$ cat src/rtl/wdg_pkg.sv
// Shared constants and types for the keyed watchdog.
// Assumes 16-bit key writes and a 2-bit register select.
package wdg_pkg;
    localparam logic [15:0] KEY_START  = 16'hCCCC;
    localparam logic [15:0] KEY_FEED   = 16'hAAAA;
    localparam logic [15:0] KEY_OPEN   = 16'h5555;

    typedef enum logic [1:0] {
        SEL_KEY    = 2'd0,
        SEL_PRESC  = 2'd1,
        SEL_RELOAD = 2'd2,
        SEL_WINDOW = 2'd3
    } wdg_sel_e;
endpackage

$ cat src/rtl/wdg_key_ctl.sv
// Key decoder: holds the run latch and the write-unlock flag.
// Assumes key_wr is a single-cycle strobe; the run latch is cleared only by reset.
module wdg_key_ctl
    import wdg_pkg::*;
#(
    parameter int KEY_W = 16
) (
    input  logic             clk,
    input  logic             rst_n,
    input  logic             hw_start,
    input  logic             key_wr,
    input  logic [KEY_W-1:0] key_data,
    output logic             running,
    output logic             unlocked,
    output logic             cmd_feed
);
    assign cmd_feed = key_wr && (key_data == KEY_FEED);

    // Run latch: strap sampled in reset, start key sets it, nothing clears it.
    always_ff @(posedge clk) begin
        if (!rst_n)
            running <= hw_start;
        else if (key_wr && key_data == KEY_START)
            running <= 1'b1;
    end

    // Unlock flag: open key sets it, every other key value clears it.
    always_ff @(posedge clk) begin
        if (!rst_n)
            unlocked <= 1'b0;
        else if (key_wr)
            unlocked <= (key_data == KEY_OPEN);
    end

    AST_RUN_STICKY: assert property (@(posedge clk) disable iff (!rst_n)
        running |=> running);
    AST_RELOCK: assert property (@(posedge clk) disable iff (!rst_n)
        (key_wr && key_data != KEY_OPEN) |=> !unlocked);
endmodule

$ cat src/rtl/wdg_cfg_sync.sv
// Staging register with a busy flag: a write is held until the next slow
// strobe, where it moves to the effective copy. Assumes slow_tick is a strobe.
module wdg_cfg_sync #(
    parameter int             W       = 12,
    parameter logic [W-1:0]   RST_VAL = '1
) (
    input  logic         clk,
    input  logic         rst_n,
    input  logic         wr,
    input  logic [W-1:0] wr_data,
    input  logic         slow_tick,
    output logic [W-1:0] value,
    output logic         busy,
    output logic         applied
);
    logic [W-1:0] staged;

    assign applied = slow_tick && busy;

    // Staging and busy flag: a write wins over a same-cycle clear.
    always_ff @(posedge clk) begin
        if (!rst_n) begin
            staged <= RST_VAL;
            busy   <= 1'b0;
        end else if (wr) begin
            staged <= wr_data;
            busy   <= 1'b1;
        end else if (applied) begin
            busy   <= 1'b0;
        end
    end

    // Effective copy: takes the staged value on the strobe that ends busy.
    always_ff @(posedge clk) begin
        if (!rst_n)
            value <= RST_VAL;
        else if (applied)
            value <= staged;
    end

    AST_BUSY_CLEARS: assert property (@(posedge clk) disable iff (!rst_n)
        (busy && slow_tick && !wr) |=> !busy);
    AST_VALUE_HOLDS: assert property (@(posedge clk) disable iff (!rst_n)
        !slow_tick |=> $stable(value));
endmodule

$ cat src/rtl/wdg_prescaler.sv
// Power-of-two divider of slow strobes. It emits one step per period while
// running. Assumes PRE_W bits cover the largest period (256).
module wdg_prescaler #(
    parameter int CODE_W = 3,
    parameter int PRE_W  = 8,
    parameter int BASE_SHIFT = 2
) (
    input  logic              clk,
    input  logic              rst_n,
    input  logic              run,
    input  logic              slow_tick,
    input  logic              clear,
    input  logic [CODE_W-1:0] code,
    output logic              step
);
    localparam int MAX_CODE = (1 << CODE_W) - 1;
    localparam logic [CODE_W-1:0] TOP_CODE = CODE_W'(MAX_CODE - 1);

    logic [CODE_W-1:0] eff_code;
    logic [PRE_W:0]    period;
    logic [PRE_W-1:0]  limit;
    logic [PRE_W-1:0]  phase;

    // Period decode: the top code repeats the largest power.
    always_comb begin
        eff_code = (code == CODE_W'(MAX_CODE)) ? TOP_CODE : code;
        period   = (PRE_W+1)'(1 << BASE_SHIFT) << eff_code;
        limit    = PRE_W'(period - 1'b1);
    end

    assign step = run && slow_tick && (phase >= limit);

    // Phase counter: counts strobes, wraps on a step, restarts on clear.
    always_ff @(posedge clk) begin
        if (!rst_n || clear)
            phase <= '0;
        else if (step)
            phase <= '0;
        else if (run && slow_tick)
            phase <= phase + 1'b1;
    end

    AST_STEP_SPACED: assert property (@(posedge clk) disable iff (!rst_n)
        step |=> !step);
endmodule

$ cat src/rtl/wdg_core.sv
// Down-counter with window compare and reset-request generation.
// Assumes feed, win_load and step are single-cycle; feed has priority.
module wdg_core #(
    parameter int CNT_W = 12
) (
    input  logic             clk,
    input  logic             rst_n,
    input  logic             running,
    input  logic             step,
    input  logic             feed,
    input  logic             win_load,
    input  logic [CNT_W-1:0] reload_val,
    input  logic [CNT_W-1:0] win_val,
    output logic [CNT_W-1:0] count,
    output logic             fire
);
    localparam logic [CNT_W-1:0] CNT_INIT = '1;

    // Counter and reset request: feed, then window reload, then counting step.
    always_ff @(posedge clk) begin
        if (!rst_n) begin
            count <= CNT_INIT;
            fire  <= 1'b0;
        end else begin
            fire <= 1'b0;
            if (feed) begin
                if (running && count > win_val)
                    fire <= 1'b1;
                count <= reload_val;
            end else if (win_load) begin
                count <= reload_val;
            end else if (step) begin
                if (count == '0) begin
                    fire  <= 1'b1;
                    count <= reload_val;
                end else begin
                    count <= count - 1'b1;
                end
            end
        end
    end

    AST_FIRE_RUNNING: assert property (@(posedge clk) disable iff (!rst_n)
        fire |-> running);
    AST_IDLE_HOLD: assert property (@(posedge clk) disable iff (!rst_n)
        (!running && !feed && !win_load) |=> $stable(count));
    AST_LOW_FEED_QUIET: assert property (@(posedge clk) disable iff (!rst_n)
        (feed && count <= win_val) |=> !fire);
endmodule

$ cat src/rtl/wdg_keyed_top.sv
// Keyed windowed watchdog top: write decode, key control, three staged
// configuration registers, prescaler and down-counter.
// Assumes slow_tick is a one-cycle strobe already in the clk domain.
module wdg_keyed_top
    import wdg_pkg::*;
#(
    parameter int DATA_W = 16,
    parameter int CNT_W  = 12,
    parameter int CODE_W = 3,
    parameter int PRE_W  = 8
) (
    input  logic              clk,
    input  logic              rst_n,
    input  logic              hw_start,
    input  logic              slow_tick,
    input  logic              wr_en,
    input  logic [1:0]        wr_sel,
    input  logic [DATA_W-1:0] wr_data,
    output logic              running,
    output logic              unlocked,
    output logic [2:0]        busy,
    output logic [CNT_W-1:0]  count,
    output logic              wdg_reset
);
    logic              key_wr, presc_wr, reload_wr, win_wr;
    logic              feed, step;
    logic [CODE_W-1:0] presc_code;
    logic [CNT_W-1:0]  reload_val, win_val;
    logic              presc_ap, reload_ap, win_ap;

    // Write decode: configuration writes gated by the unlock flag, window open.
    always_comb begin
        key_wr    = wr_en && (wr_sel == SEL_KEY);
        presc_wr  = wr_en && (wr_sel == SEL_PRESC)  && unlocked;
        reload_wr = wr_en && (wr_sel == SEL_RELOAD) && unlocked;
        win_wr    = wr_en && (wr_sel == SEL_WINDOW);
    end

    wdg_key_ctl #(.KEY_W(DATA_W)) u_key (
        .clk(clk), .rst_n(rst_n), .hw_start(hw_start),
        .key_wr(key_wr), .key_data(wr_data),
        .running(running), .unlocked(unlocked), .cmd_feed(feed)
    );

    wdg_cfg_sync #(.W(CODE_W), .RST_VAL('0)) u_presc_reg (
        .clk(clk), .rst_n(rst_n), .wr(presc_wr), .wr_data(wr_data[CODE_W-1:0]),
        .slow_tick(slow_tick), .value(presc_code), .busy(busy[0]), .applied(presc_ap)
    );

    wdg_cfg_sync #(.W(CNT_W), .RST_VAL('1)) u_reload_reg (
        .clk(clk), .rst_n(rst_n), .wr(reload_wr), .wr_data(wr_data[CNT_W-1:0]),
        .slow_tick(slow_tick), .value(reload_val), .busy(busy[1]), .applied(reload_ap)
    );

    wdg_cfg_sync #(.W(CNT_W), .RST_VAL('1)) u_win_reg (
        .clk(clk), .rst_n(rst_n), .wr(win_wr), .wr_data(wr_data[CNT_W-1:0]),
        .slow_tick(slow_tick), .value(win_val), .busy(busy[2]), .applied(win_ap)
    );

    wdg_prescaler #(.CODE_W(CODE_W), .PRE_W(PRE_W)) u_presc (
        .clk(clk), .rst_n(rst_n), .run(running), .slow_tick(slow_tick),
        .clear(feed || win_ap), .code(presc_code), .step(step)
    );

    wdg_core #(.CNT_W(CNT_W)) u_core (
        .clk(clk), .rst_n(rst_n), .running(running), .step(step),
        .feed(feed), .win_load(win_ap), .reload_val(reload_val),
        .win_val(win_val), .count(count), .fire(wdg_reset)
    );

    AST_LOCKED_NO_BUSY: assert property (@(posedge clk) disable iff (!rst_n)
        (wr_en && wr_sel == SEL_RELOAD && !unlocked && !busy[1]) |=> !busy[1]);
    AST_APPLY_SEEN: assert property (@(posedge clk) disable iff (!rst_n)
        (presc_ap || reload_ap) |-> slow_tick);
endmodule

$ cat config.mk
export PLATFORM = sky130hd
export DESIGN_NAME = wdg_keyed_top
export DESIGN_NICKNAME = d
export VERILOG_FILES = /design/src/rtl/wdg_pkg.sv /design/src/rtl/wdg_key_ctl.sv /design/src/rtl/wdg_cfg_sync.sv /design/src/rtl/wdg_prescaler.sv /design/src/rtl/wdg_core.sv /design/src/rtl/wdg_keyed_top.sv
export SDC_FILE = /design/constraint.sdc
export NUM_CORES = 1
export LEC_CHECK = 0
export ABC_CLOCK_PERIOD_IN_PS = 3600
export BUFFER_PORTS_ARGS = -buffer_cell sky130_fd_sc_hd__buf_4
export CORE_MARGIN = 2
export CORE_UTILIZATION = 59
export DETAILED_ROUTE_END_ITERATION = 10
export HOLD_SLACK_MARGIN = 0.1
export PLACE_DENSITY = 0.91
export SLEW_MARGIN = 30
export SYNTH_ARGS = -nofsm -noshare
export SYNTH_HDL_FRONTEND = slang
export SYNTH_HIERARCHICAL = 1
export SYNTH_SLANG_ARGS = --single-unit
$ cat constraint.sdc
create_clock -name clk -period 3.6 [get_ports clk]
set_clock_uncertainty 0.2 [all_clocks]
set_input_delay 0.18 -clock clk [delete_from_list [all_inputs] [get_ports clk]]
set_output_delay 0.18 -clock clk [all_outputs]
set_load 0.05 [all_outputs]
Word level (Yosys, flattened, before mapping)
Index checks and enable logic that the tools add are counted.

Register bits after elaboration: 80. Word-level logic and storage cells: 70.

Add/sub/neg operators: 3. $lt $le $gt $ge: 2. Shift operators: 1. Equal/unequal tests: 8. Multiplexer cells: 18. Reductions and logical operators: 24.

Operator list (number): two-way mux 12 bit (4); equality test 16 bit (second input constant) (2); equality test 16 x 15 -> 1 bit (second input constant) (1); logical AND 1 bit (14); two-way mux 1 bit (13); > comparator 12 bit (1); zero test 12 bit (1); subtractor 12 x 1 -> 12 bit (second input constant) (1); adder 8 x 1 -> 8 bit (second input constant) (1); >= comparator 8 bit (1); left shift 3 x 3 -> 8 bit (first input constant) (1); subtractor 8 x 1 -> 8 bit (second input constant) (1); nonzero test 2 bit (3); equality test 2 bit (second input constant) (2); equality test 3 bit (second input constant) (1); two-way mux 3 bit (1); nonzero test 3 bit (1); equality test 2 x 1 -> 1 bit (second input constant) (1); zero test 2 bit (1); logical OR 1 bit (2); != test 2 x 1 -> 1 bit (second input constant) (1); OR reduction 2 bit (1); zero test 1 bit (1).

Depth between registers and ports, before layout
Gate-level depths: netlist of the first run.

Depth after elaboration: 9. Depth in mapped cells: 10. Mapped depth without buffers: 9.

Hierarchy
Netlist of the first run, hierarchy kept.

Modules (own cells, without submodules): wdg_cfg_sync (u_reload_reg ...) (times used 2, area each 1004.7 um^2, seq. area each 500.5 um^2, cells an instance 96); wdg_core (times used 1, area each 1270.0 um^2, seq. area each 260.2 um^2, cells an instance 163); wdg_prescaler (times used 1, area each 544.3 um^2, seq. area each 160.2 um^2, cells an instance 63); wdg_cfg_sync (u_presc_reg) (times used 1, area each 261.5 um^2, seq. area each 140.1 um^2, cells an instance 26); wdg_key_ctl (times used 1, area each 187.7 um^2, seq. area each 50.0 um^2, cells an instance 19); wdg_keyed_top (times used 1, area each 41.3 um^2, seq. area each 0.0 um^2, cells an instance 5).

Least setup slack after synthesis of the first run
No wires, ideal clock.

Kind: reg2reg. Start point: register u_presc_reg.value[1]. End point: register u_core.count[0]. Setup time: 0.133 ns. Stages on the path, launching flop included: 11. Buffers on the path: 1. Setup slack: 1.048 ns. Required time: 3.267 ns. Arrival: 2.220 ns. Cells stage by stage: dfxtp_1 nor3_1 ha_1 a211oi_1 o211ai_1 and2_1 or3_1 clkbuf_1 o31a_1 o22ai_1 o21ai_1.

Word-level cells in the longest chain between the ends: 7.

Ends and longest elaborated chain: from (decl) (line wdg_cfg_sync.sv:12) `output logic [W-1:0] value,`; from (signal assigned) (line wdg_cfg_sync.sv:38) `value <= staged;`; equality test 3 bit (line wdg_prescaler.sv:26) `eff_code = (code == CODE_W'(MAX_CODE)) ? TOP_CODE : code;`; two-way mux 3 bit (*) (line wdg_prescaler.sv:26); left shift 3 x 3 -> 8 bit (*) (line wdg_prescaler.sv:27) `period = (PRE_W+1)'(1 << BASE_SHIFT) << eff_code;`; subtractor 8 x 1 -> 8 bit (*) (line wdg_prescaler.sv:28) `limit = PRE_W'(period - 1'b1);`; >= comparator 8 bit (*) (line wdg_prescaler.sv:31) `assign step = run && slow_tick && (phase >= limit);`; logical AND 1 bit (*) (line wdg_prescaler.sv:31); net step (line wdg_keyed_top.sv:26) `logic feed, step;`; nonzero test 3 bit (no source line) (*); to (signal assigned) (line wdg_core.sv:29) `count <= reload_val;`; to (signal assigned) (line wdg_core.sv:31) `count <= reload_val;`; to (signal assigned) (line wdg_core.sv:35) `count <= reload_val;`; to (decl) (line wdg_core.sv:14) `output logic [CNT_W-1:0] count,`.

The timed path passes the listed nets; every way through them passes the cells marked *. A chain may end at the register's enable or synchronous reset.

Worst setup path after layout of the first run
Start point: register u_presc_reg.value[2]. End point: register u_core.count[0].

Same word-level chain as after synthesis.

==> metrics, run 1 <==
post-route worst setup slack=0.487 ns; PwrDens=around 370 mW/mm^2; Place WS=roughly 0.58 ns; GR Overflow Total=0; Root Driver=clkbuf_8; Slew @ Worst Pin=roughly 0.84 ns; final hold violation count=0; sequential-to-total area share from yosys stat=0.374; # IOs=41; worst-skew pair later-pin latency=0.36 ns; critical-path cell list=inv_1 -> ha_1 -> o211ai_1 -> o211ai_1 -> and2_1 -> or3_1 -> o31a_1 -> o22ai_1 -> o21ai_1; diode count=0; worst hold path class=input port to flip-flop; fillers=529; most frequent cells in the layout=79 x dfxtp_1, 43 x inv_1, 42 x buf_4, 39 x nand2_1, 34 x nand3_1; most common cell after layout, fill and taps aside=dfxtp_1; Cells after Synth=468; syn_nets=between 500 and 600; ys flop type=dfxtp_1; leakage=between 2 and 2.5 nW; final wirelength=about 10000 um; crit path to=u_core/count[0]; CTS tree=done; Chip Height=roughly 90 um; YS warnings=6; core footprint=~0.0072 mm^2; R2R Setup Slk=0.49 ns; vias in the first global route=3461; residual DRC count=0; Worst setup SP type=flip-flop; WL per Instance=roughly 17 um; Layout Nets=approximately 560; fin crit share=0.865; pin count of the biggest net entering global routing=78; fin. max-slew vios=0; Tmin final=between 3 and 4 ns; Async S/R FF share, synth=0; number of DRC markers in iteration 0=265; Vias=~3800; Final HPWL DP=7000 um; I/O Buffers=40; status=finished clean; r2r endpoint=u_core/count[0]; syn_area_per_cell=a little over 9 um^2; Setup crit start=u_presc_reg/value[2]; Total Die Area=0.00801 mm^2; clock sinks=80; CP max-delay cell=o211ai_1; Synth Register Bits=80; TNS Setup=0 ns; Max VDD drop=0.218 mV; Worst path max stage delay=0.59 ns; max-cap viol count=0; CTS buffer count=9; crit-path most repeated cell=o211ai_1; Worst Path Required=3.69 ns; Crit Path Max Fanout=13; Post-synth EDFFs=1; mapped cell area=between 0.004 and 0.005 mm^2; CTS clk-pin slew, worst paths=about 0.08 ns; Rel. slew slack=0.439; Worst R2R Path Depth=9; GRT Total Usage=0.268; row count=31; r2r startpoint=u_presc_reg/value[2]; routed vias/inst=~6.1; Clock Path Buffers=2; GR Util met2=0.435; final setup violation count=0; RePlAce Congestion=0.907; Final ANT Viol Nets=0; Die Wd=89.5 um; critical path class=flip-flop to flip-flop; P&R area growth vs syn=14.6%; met3 Usage GRT=0.0563; Levels on crit path=9; WHS=roughly 0.14 ns; global route hottest layer=met2; initial antenna violation count=0; met1 usage=0.347; first-pass GRT wire length=16600 um; share of cells above drive strength 1=0.176; Synth cell types=64; CP endpoint kind=flip-flop; Critical Path AT=approximately 3.2 ns; CTS H-Tree Depth=3; achievable frequency=321 MHz; final std cells w/o fill=616; RSZ-0062 raised after global routing=no; Initial Util=0.601; Crit path buffers/inverters=1; Top Family by Delay on Critical Path=compound AO/OA/AOI/OAI gates; placed instance count=~580; 1st-pass router iterations=8
[stage by stage]
stage,area (um^2),utilization,power (mW)
2_1_floorplan,4310,-,1.05
3_3_place_gp,4550,0.634,1.10
3_5_place_dp,4550,0.634,1.10
4_1_cts,4940,0.689,1.82
5_1_grt,4940,0.689,1.87
6_report,4940,0.689,1.82
[final cells by class]
cell class                      instances  area (um^2)  area share
Tap cell                               99          124      0.0251
Timing Repair Buffer                   60          495       0.100
Multi-Input combinational cell        319         2340       0.473
Inverter                               43          161      0.0326
Clock buffer                           10          149      0.0301
Clock inverter                          5         63.8      0.0129
Sequential cell                        80         1610       0.326
[how the worst min path moves through the flow]
stage                      from                      end  slack, ns  depth (start not counted)
floorplan           wr_data[10]  u_reload_reg/staged[10]       0.11                          2
global placement     wr_data[7]      u_win_reg/staged[7]       0.23                          3
detailed placement   wr_data[7]      u_win_reg/staged[7]       0.24                          3
CTS                       rst_n   u_reload_reg/staged[8]       0.14                          2
global route              rst_n      u_win_reg/staged[7]       0.17                          2
finish                    rst_n      u_win_reg/staged[2]       0.14                          2
[synth_stat cells, types with 8 or more instances]
master    number  area (um^2)
nand4_1       17          106
o211ai_2      18          225
buf_2          8         40.0
nand3_1       34          170
dfxtp_1       79         1580
nor2_1        10         37.5
o21ai_0       10         50.1
a21oi_1       19         95.1
mux2i_1       27          270
o211ai_1      11         82.6
o21ai_1       10         50.1
nor2b_1        9         56.3
ha_1          21          263
nand2_1       39          146
inv_1         43          161
[timing repair]
item | CTS | global route
setup buffers | 0 | 0
hold endpoints to repair | 33 | 0
hold buffers | 18 | 0
resized for setup | 0 | 0
[cell families after synthesis]
| kind of cell | synth area share |
|---|---|
| flip-flops | 0.374 |
| XOR/XNOR | 0.00406 |
| multiplexers | 0.0626 |
| AND/OR/NAND/NOR | 0.221 |
| buffers and inverters | 0.0841 |
| AO/OA/AOI/OAI | 0.194 |
| adder cells (fa/ha/maj) | 0.0609 |
[layer usage]
metal / wire length, um / share of wire
met1: 4690 / 0.45
met2: 4930 / 0.47
met3: 630 / 0.060
met4: 235 / 0.022
met5: 0 / 0
[report_power, final]
part	leakage (nW)	switching, mW	total (mW)	internal (mW)
Clock	0.104	0.349	0.713	0.363
Combinational	1.36	0.104	0.180	0.0758
Sequential	0.651	0.0204	0.923	0.903
Total	2.11	0.473	1.82	1.34
[sequential cells by signal, indices dropped and copies added, names as in the netlist]
signal and cells:
u_reload_reg/value 12, u_presc_reg/value 3, u_presc/phase 8, u_win_reg/busy 1, u_core/fire 1, u_presc_reg/staged 3, u_win_reg/staged 12, u_key/unlocked 1
u_reload_reg/busy 1, u_reload_reg/staged 12, u_presc_reg/busy 1, u_core/count 12, u_win_reg/value 12, u_key/running 1
(Power assumes the default switching activity.)
==> run 2: changes to the inputs <==
- ABC_CLOCK_PERIOD_IN_PS: 3600 -> 2800
- BUFFER_PORTS_ARGS: -buffer_cell sky130_fd_sc_hd__buf_4 -> not set
- CORE_UTILIZATION: 59 -> 57
- DONT_BUFFER_PORTS: not set -> 1
- PLACE_DENSITY: 0.91 -> 0.87
- clock period: 3.6 -> 2.8 ns (I/O delays scaled with it)
==> run 2 against run 1 <==
Power rose by 22%. Cell area is 0.20% lower. Global-route usage grew 1.6 points. First-iteration DRC count grew 11%. Via count is 1.5% higher. Flip-flop and latch count did not move. Core utilization decreased by 1.2 points. Critical endpoint is now u_core/count[4]. Hold slack better by 0.012 ns. Non-clock buffer count decreased by 8. Wire length grew 9.3%.
==> metrics, run 2 (synthesis gave the netlist of run 1 again) <==
row count=31; CTS clk-pin slew, worst paths=0.09 ns; Chip Height=between 90 and 100 um; Core Util, Final=0.677; first-pass GRT wire length=19000 um; Layout Nets=549; 1st-pass router iterations=5; fin. max-slew vios=0; pin count of the biggest net entering global routing=78; fillers=about 570; RePlAce Congestion=between 0.9 and 1; TNS Setup=0 ns; number of DRC markers in iteration 0=around 300; clock sinks=80; Max VDD drop=0.318 mV; core footprint=0.00729 mm^2; initial antenna violation count=0; Slew @ Worst Pin=0.755 ns; final hold violation count=0; GR Overflow Total=0; most common cell after layout, fill and taps aside=dfxtp_1; Root Driver=clkbuf_8; vias in the first global route=3805; Final HPWL DP=7310 um; WL per Instance=18.8 um; RSZ-0062 raised after global routing=no; final setup violation count=0; status=finished clean; Die Wd=91 um; routed vias/inst=6.30; WHS=about 0.15 ns; PwrDens=449 mW/mm^2; most frequent cells in the layout=79 x dfxtp_1, 43 x inv_1, 39 x nand2_1, 34 x nand3_1, 29 x dlygate4sd3_1; CTS H-Tree Depth=3; achievable frequency=roughly 380 MHz; final wirelength=about 11000 um; share of cells above drive strength 1=0.153; I/O Buffers=0; Clock Path Buffers=2; # IOs=~40; residual DRC count=0; Final ANT Viol Nets=0; Vias=3838; setup bufs post-CTS=0; GRT Total Usage=0.284; Worst Path Required=2.88 ns; Initial Util=0.592; CP endpoint kind=flip-flop; CTS buffer count=9; placed instance count=about 560; Tmin final=2.62 ns; fin crit share=0.934; critical path class=input port to flip-flop; leakage=2.05 nW; diode count=0; P&R area growth vs syn=14.4%; Worst setup SP type=input port; Crit Path Max Fanout=21; Critical Path AT=2.69 ns; final std cells w/o fill=609; max-cap viol count=0; DP Area=~0.0044 mm^2; Finished Cell Area=0.00493 mm^2; CTS tree=done; worst hold path class=input port to flip-flop; Total Die Area=0.00828 mm^2; Rel. slew slack=0.490; worst-skew pair later-pin latency=0.35 ns
==> run 2: layout make-up <==
cell class,count,area [um^2],share of cell area
Sequential cell,80,1610,0.327
Tap cell,99,124,0.0251
Inverter,43,161,0.0327
Clock buffer,10,138,0.0279
Multi-Input combinational cell,319,2360,0.477
Clock inverter,6,48.8,0.00989
Timing Repair Buffer,52,495,0.100
==> run 2: final timing paths <==
path                        startpoint                    to  slack, ns  cells after the start
setup / recovery             wr_sel[0]       u_core/count[4]       0.18                     11
hold / removal               wr_sel[0]  u_win_reg/staged[10]       0.15                      3
setup reg to reg  u_presc_reg/value[2]       u_core/count[8]       0.19                      8
hold reg to reg   u_win_reg/staged[10]  u_win_reg/staged[10]       0.29                      2
==> run 2: what timing repair did <==
action,CTS,global route
gates resized for setup,0,5
endpoints found under the hold margin,81,0
hold buffers,31,0
endpoints found under the setup margin,0,12
==> run 2: layer usage <==
layer	wire length, um	vias up	global-route usage
met1	4740	1812	0.357
met4	399	0	0.140
met3	831	38	0.0415
met2	5490	199	0.477
li1	-	1789	-
met5	0	-	0
==> run 2: report_power, final <==
group	switching [mW]	internal [mW]	total [mW]
sequential	0.0181	1.16	1.18
combinational	0.140	0.0922	0.233
clock	0.450	0.356	0.806
==> run 2: worst max-delay path: stages <==
cell,delay [ns]
dlygate4sd3_1,0.55
nor3b_1,0.31
nor3b_1,0.26
nand4_1,0.20
nor2_2,0.32
nor2_1,0.12
buf_4,0.23
and3_1,0.20
nand3_1,0.11
o41ai_2,0.09
a31oi_1,0.15
==> run 2: through the flow <==
stage | setup slack, ns | power [mW]
after global placement | 0.306 | 1.35
final | 0.184 | 2.22
after floorplan | 0.248 | 1.35
after detailed placement | 0.181 | 1.36
after global routing | 0.0305 | 2.29
after CTS | 0.148 | 2.22
